File: config.mk
export PLATFORM = sky130hd
export DESIGN_NAME = can_integ_idle
export DESIGN_NICKNAME = d
export VERILOG_FILES = /design/src/rtl/can_integ_pkg.sv /design/src/rtl/can_integ_edge_qual.sv /design/src/rtl/can_integ_idle_cnt.sv /design/src/rtl/can_integ_idle.sv
export SDC_FILE = /design/constraint.sdc
export NUM_CORES = 1
export LEC_CHECK = 0
export ABC_AREA = 1
export CORE_MARGIN = 10
export CORE_UTILIZATION = 36
export DETAILED_ROUTE_END_ITERATION = 8
export HOLD_SLACK_MARGIN = 0.03
export MAX_ROUTING_LAYER = met4
export PLACE_DENSITY = 0.63
export SYNTH_ARGS = -nofsm -noshare
export SYNTH_HDL_FRONTEND = slang
export SYNTH_SLANG_ARGS = --single-unit
File: constraint.sdc
create_clock -name clk_i -period 3 [get_ports clk_i]
set_clock_uncertainty 0.1 [all_clocks]
set_input_delay 0.3 -clock clk_i [delete_from_list [all_inputs] [get_ports clk_i]]
set_output_delay 0.3 -clock clk_i [all_outputs]
set_load 0.01 [all_outputs]
File: src/rtl/can_integ_pkg.sv
package can_integ_pkg;
  localparam int unsigned DEF_IDLE_BITS = 11;
  localparam int unsigned DEF_FILT_TQ   = 2;

  typedef enum logic [1:0] {
    INTEG_OFF  = 2'd0,
    INTEG_RUN  = 2'd1,
    INTEG_IDLE = 2'd2
  } integ_state_e;
endpackage

File: src/rtl/can_integ_edge_qual.sv
module can_integ_edge_qual #(
  parameter int unsigned FILT_TQ = 2
) (
  input  logic clk_i,
  input  logic rst_ni,
  input  logic clr_i,
  input  logic tq_i,
  input  logic rx_i,
  input  logic filt_dis_i,
  output logic sync_o
);
  localparam int unsigned RW = $clog2(FILT_TQ + 1);

  logic          armed_q;   // a recessive quantum precedes the current dominant run
  logic [RW-1:0] dom_run_q;
  int unsigned   need;

  always_comb begin
    need   = filt_dis_i ? 1 : FILT_TQ;
    sync_o = tq_i && !rx_i && armed_q && ((int'(dom_run_q) + 1) >= need);
  end

  always_ff @(posedge clk_i or negedge rst_ni) begin
    if (!rst_ni) begin
      armed_q   <= 1'b0;
      dom_run_q <= '0;
    end else if (clr_i) begin
      armed_q   <= 1'b0;
      dom_run_q <= '0;
    end else if (tq_i) begin
      if (rx_i) begin
        armed_q   <= 1'b1;
        dom_run_q <= '0;
      end else begin
        if (int'(dom_run_q) < FILT_TQ) dom_run_q <= dom_run_q + 1'b1;
        if (sync_o) armed_q <= 1'b0;
      end
    end
  end

  AST_SYNC_SINGLE: assert property (@(posedge clk_i) disable iff (!rst_ni)
    sync_o |=> !sync_o);
  AST_SYNC_AFTER_REC: assert property (@(posedge clk_i) disable iff (!rst_ni)
    clr_i |=> !sync_o);
endmodule

File: src/rtl/can_integ_idle_cnt.sv
module can_integ_idle_cnt #(
  parameter int unsigned IDLE_BITS = 11
) (
  input  logic clk_i,
  input  logic rst_ni,
  input  logic clr_i,
  input  logic sync_i,
  input  logic smp_i,
  input  logic rx_i,
  output logic done_o
);
  localparam int unsigned CW = $clog2(IDLE_BITS + 1);

  logic [CW-1:0] cnt_q;

  assign done_o = (int'(cnt_q) == IDLE_BITS);

  always_ff @(posedge clk_i or negedge rst_ni) begin
    if (!rst_ni)                        cnt_q <= '0;
    else if (clr_i || sync_i)           cnt_q <= '0;
    else if (smp_i && rx_i && !done_o)  cnt_q <= cnt_q + 1'b1;
  end

  AST_CNT_BOUND: assert property (@(posedge clk_i) disable iff (!rst_ni)
    int'(cnt_q) <= IDLE_BITS);
  AST_SYNC_RESTART: assert property (@(posedge clk_i) disable iff (!rst_ni)
    sync_i |=> cnt_q == '0);
endmodule

File: src/rtl/can_integ_idle.sv
module can_integ_idle
  import can_integ_pkg::*;
#(
  parameter int unsigned IDLE_BITS = DEF_IDLE_BITS,
  parameter int unsigned FILT_TQ   = DEF_FILT_TQ
) (
  input  logic clk_i,
  input  logic rst_ni,
  input  logic tq_tick_i,
  input  logic sample_tick_i,
  input  logic rx_i,
  input  logic filt_dis_i,
  input  logic integ_start_i,
  output logic bus_idle_o,
  output logic hard_sync_o
);
  integ_state_e state_q;
  logic         running;
  logic         edge_sync;
  logic         cnt_done;

  assign running     = (state_q == INTEG_RUN) && !integ_start_i;
  assign hard_sync_o = running && edge_sync;
  assign bus_idle_o  = (state_q == INTEG_IDLE);

  can_integ_edge_qual #(.FILT_TQ(FILT_TQ)) u_edge (
    .clk_i      (clk_i),
    .rst_ni     (rst_ni),
    .clr_i      (integ_start_i),
    .tq_i       (tq_tick_i && (state_q == INTEG_RUN)),
    .rx_i       (rx_i),
    .filt_dis_i (filt_dis_i),
    .sync_o     (edge_sync)
  );

  can_integ_idle_cnt #(.IDLE_BITS(IDLE_BITS)) u_cnt (
    .clk_i  (clk_i),
    .rst_ni (rst_ni),
    .clr_i  (integ_start_i),
    .sync_i (hard_sync_o),
    .smp_i  (sample_tick_i && running),
    .rx_i   (rx_i),
    .done_o (cnt_done)
  );

  always_ff @(posedge clk_i or negedge rst_ni) begin
    if (!rst_ni)                                state_q <= INTEG_OFF;
    else if (integ_start_i)                     state_q <= INTEG_RUN;
    else if (state_q == INTEG_RUN && cnt_done)  state_q <= INTEG_IDLE;
  end

  AST_SYNC_ON_TQ: assert property (@(posedge clk_i) disable iff (!rst_ni)
    hard_sync_o |-> tq_tick_i);
  AST_SYNC_DOMINANT: assert property (@(posedge clk_i) disable iff (!rst_ni)
    hard_sync_o |-> !rx_i);
  AST_NO_SYNC_IDLE: assert property (@(posedge clk_i) disable iff (!rst_ni)
    bus_idle_o |-> !hard_sync_o);
  AST_IDLE_STICKY: assert property (@(posedge clk_i) disable iff (!rst_ni)
    bus_idle_o && !integ_start_i |=> bus_idle_o);
  AST_START_CLEARS: assert property (@(posedge clk_i) disable iff (!rst_ni)
    integ_start_i |=> !bus_idle_o);
endmodule

==> results.py <==
metrics = {
    "power": {
        "p_sw_uw": 69.1,
        "p_per_area_nw_per_um2": 386,
        "pwr-share-seq_pct": 48.8,
        "pwr-share-comb_pct": 15.6,
        "p_leak_uw": 0.000333,
        "swShare_pct": 26.1,
        "p_clk_share_pct": 35.6,
        "p_int_uw": 196,
        "vdd_ir_drop_max_v": 0.000226,
    },
    "sta": {
        "fmax_mhz": 401,
        "period_share_pct": 83.1,
        "maxSlewHeadroom_pct": 72.6,
        "tns_ns": 0,
        "whs_ns": 0.231,
        "hold_viol_final": 0,
        "maxSlewViolCount": 0,
        "period_needed_ns": 2.49,
        "rsz0062_at_grt": "false",
        "tightestPinTransition_ns": 0.409,
        "setup_viol": 0,
    },
    "placement": {
        "port_buffers": 8,
        "gp_congestion": 0.756,
        "post-dp-hpwl_um": 902,
        "placed_cells": 100,
    },
    "logic_synthesis": {
        "netlist_top_cells_area": "dfrtp_1, nand2_1, ha_1",
        "ys_warn_count": 0,
        "synth_cell_types": 16,
        "synth_most_common_cell": "nand2_1",
        "synthCells": 76,
        "synth_area_per_cell_um2": 7.39,
        "synth_edf_count": 0,
        "ys.flop_type": "dfrtp_1",
        "yosys.area.top_type": "dfrtp_1",
        "synth_top_area_share_pct": 40.1,
        "async_flop_share_pct": 100,
        "synth_area_um2": 562,
        "syn_nets": 87,
        "ys_ff_latch": 9,
        "ys_seq_area_share_pct": 40.1,
        "synth.top_cells.by_count": "nand2_1, nor2_1, dfrtp_1, inv_1, nand3_1",
    },
    "setup_path": {
        "crit_path_end_kind": "output pin",
        "crit_path_frequent_cell": "ha_1",
        "cp_max_fo": 4,
        "path_depth": 7,
        "critPathCapture": "hard_sync_o",
        "rr_startpoint": "u_edge.dom_run_q[0]",
        "worst-setup-path-type": "flip-flop to output pin",
        "crit_arrival_ns": 2.09,
        "critical-path-top-delay-family": "adder cells",
        "cpMaxStageDelayCell": "clkdlybuf4s50_1",
        "reg2reg_to": "u_cnt.cnt_q[3]",
        "cpPeakStageDelay_ns": 0.53,
        "crit_chain": "ha_1 -> ha_1 -> o21ai_0 -> nand2_1 -> nand3_1 -> inv_1 -> clkdlybuf4s50_1",
        "cp-start-kind": "flip-flop",
        "worstSetupStartpoint": "u_edge.dom_run_q[0]",
        "rrSetupSlack_ns": 1.29,
        "r2r_cells": 7,
        "cp.required_ns": 2.60,
        "critPathBufInv": 2,
    },
    "floorplanning": {
        "dieWidth_um": 59.5,
        "die_height_um": 59.5,
        "die_area_um2": 3540,
        "io_pins": 9,
        "num_rows": 14,
        "start_util_pct": 37.7,
        "core_area_um2": 1490,
    },
    "global_route": {
        "antenna_found_initial": 0,
        "grt_pass1_wl_um": 1920,
        "grt_start_max_net_pins": 10,
        "first_global_vias": 487,
        "track_usage_pct": 7.48,
        "grt_overflow": 0,
    },
    "layout": {
        "instances_no_fill": 104,
        "final_net_count": 100,
        "post-route-util_pct": 46.2,
        "drive_gt1_share_pct": 12.5,
        "fill_cells": 154,
        "insertedDiodeCount": 0,
        "syn2layout_area_growth_pct": 22.5,
    },
    "route": {
        "antenna_left": 0,
        "drt_wl_total_um": 1100,
        "firstDrtPassIters": 3,
        "wl_met1_um": 526,
        "viasPerCell": 4.79,
        "num_vias": 498,
        "met3_length_um": 63,
        "highest_layer": "met4",
        "wire_per_inst_um": 10.6,
        "met2_length_um": 493,
        "drc": 0,
        "drt_iter0_drc": 4,
    },
    "hold_path": {
        "min_path_type": "primary input to asynchronous set/reset pin",
    },
    "flow_run": {
        "maxCapViolCount": 0,
    },
    "cts": {
        "cts_resized": 0,
        "cts_tree": "done",
        "cts.path.max_buffers": 2,
        "holdBufCountCts": 0,
        "clkLatencyLatePin_ns": 0.26,
        "cts_root_buf": "clkbuf_4",
        "clkSlewWorstSetupHoldPaths_ns": 0.06,
        "cts.htree.levels": 1,
        "cts.sinks": 9,
        "post_cts_buffers": 0,
        "cts_buffers": 3,
    },
    "outcome": {
        "status": "completed",
    },
}
## flip-flops by register name (all words and copies together) (netlist names)
signal            cells
u_cnt.cnt_q           4
state_q               2
u_edge.dom_run_q      2
u_edge.armed_q        1
## through the flow
stage	power (µW)	setup WS, ns	cell area (µm²)
after detailed placement	174	0.719	662
after global placement	173	0.762	662
after CTS	271	0.482	688
final	265	0.506	688
after global routing	284	0.340	688
after floorplan	156	1.34	562
## per-layer routing
metal	vias up	track usage (%)
met4	0	3.85
met3	4	4.08
met5	-	-
met2	8	12.2
met1	215	6.93
li1	271	-
## how the worst min path moves through the flow
stage	end	slack, ns	cells past startpoint
after floorplan	state_q[0]	-0.1	0
after global placement	u_edge.armed_q	0.42	2
after detailed placement	u_edge.armed_q	0.43	2
after CTS	state_q[0]	0.24	1
after global routing	state_q[1]	0.24	1
final	state_q[0]	0.23	1
## placed cells by master, fill, tap and decap left out, drive strengths merged
cell / count
a21oi: 2
clkbuf: 4
clkdlybuf4s50: 8
dfrtp: 9
ha: 4
inv: 10
nand2: 22
nand3: 8
nand4: 3
nor2: 13
o21ai: 4
or2: 1
## worst register-to-register path: stages (launching register included)
cell     delay, ns
dfrtp_1       0.41
ha_1          0.33
ha_1          0.27
o21ai_0       0.07
nand2_1       0.08
nand3_1       0.09
nand2_1       0.18
nor2_1        0.07
## power by group through the flow
stage / logic (µW) / clock network [µW] / registers [µW]
finish: 41.5 / 94.3 / 129
detailed placement: 42.2 / 0 / 132
CTS: 42.6 / 98.7 / 130
global route: 49.7 / 104 / 130
global placement: 41.2 / 0 / 131
floorplan: 24.7 / 0 / 131
## layout make-up
type | count | area (µm²) | area share (%)
Multi-Input combinational cell | 57 | 299 | 43.5
Clock buffer | 4 | 26.3 | 3.82
Inverter | 10 | 37.5 | 5.45
Sequential cell | 9 | 225 | 32.7
Tap cell | 16 | 20.0 | 2.91
Timing Repair Buffer | 8 | 80.1 | 11.6
## cells by family after synthesis
logic type               share of synthesized area [%]
adder cells (fa/ha/maj)                           8.91
flip-flops                                        40.1
buffers and inverters                             6.68
AND/OR/NAND/NOR                                   39.0
AO/OA/AOI/OAI                                     5.35
Note: power is estimated with default switching activity, not from simulation.
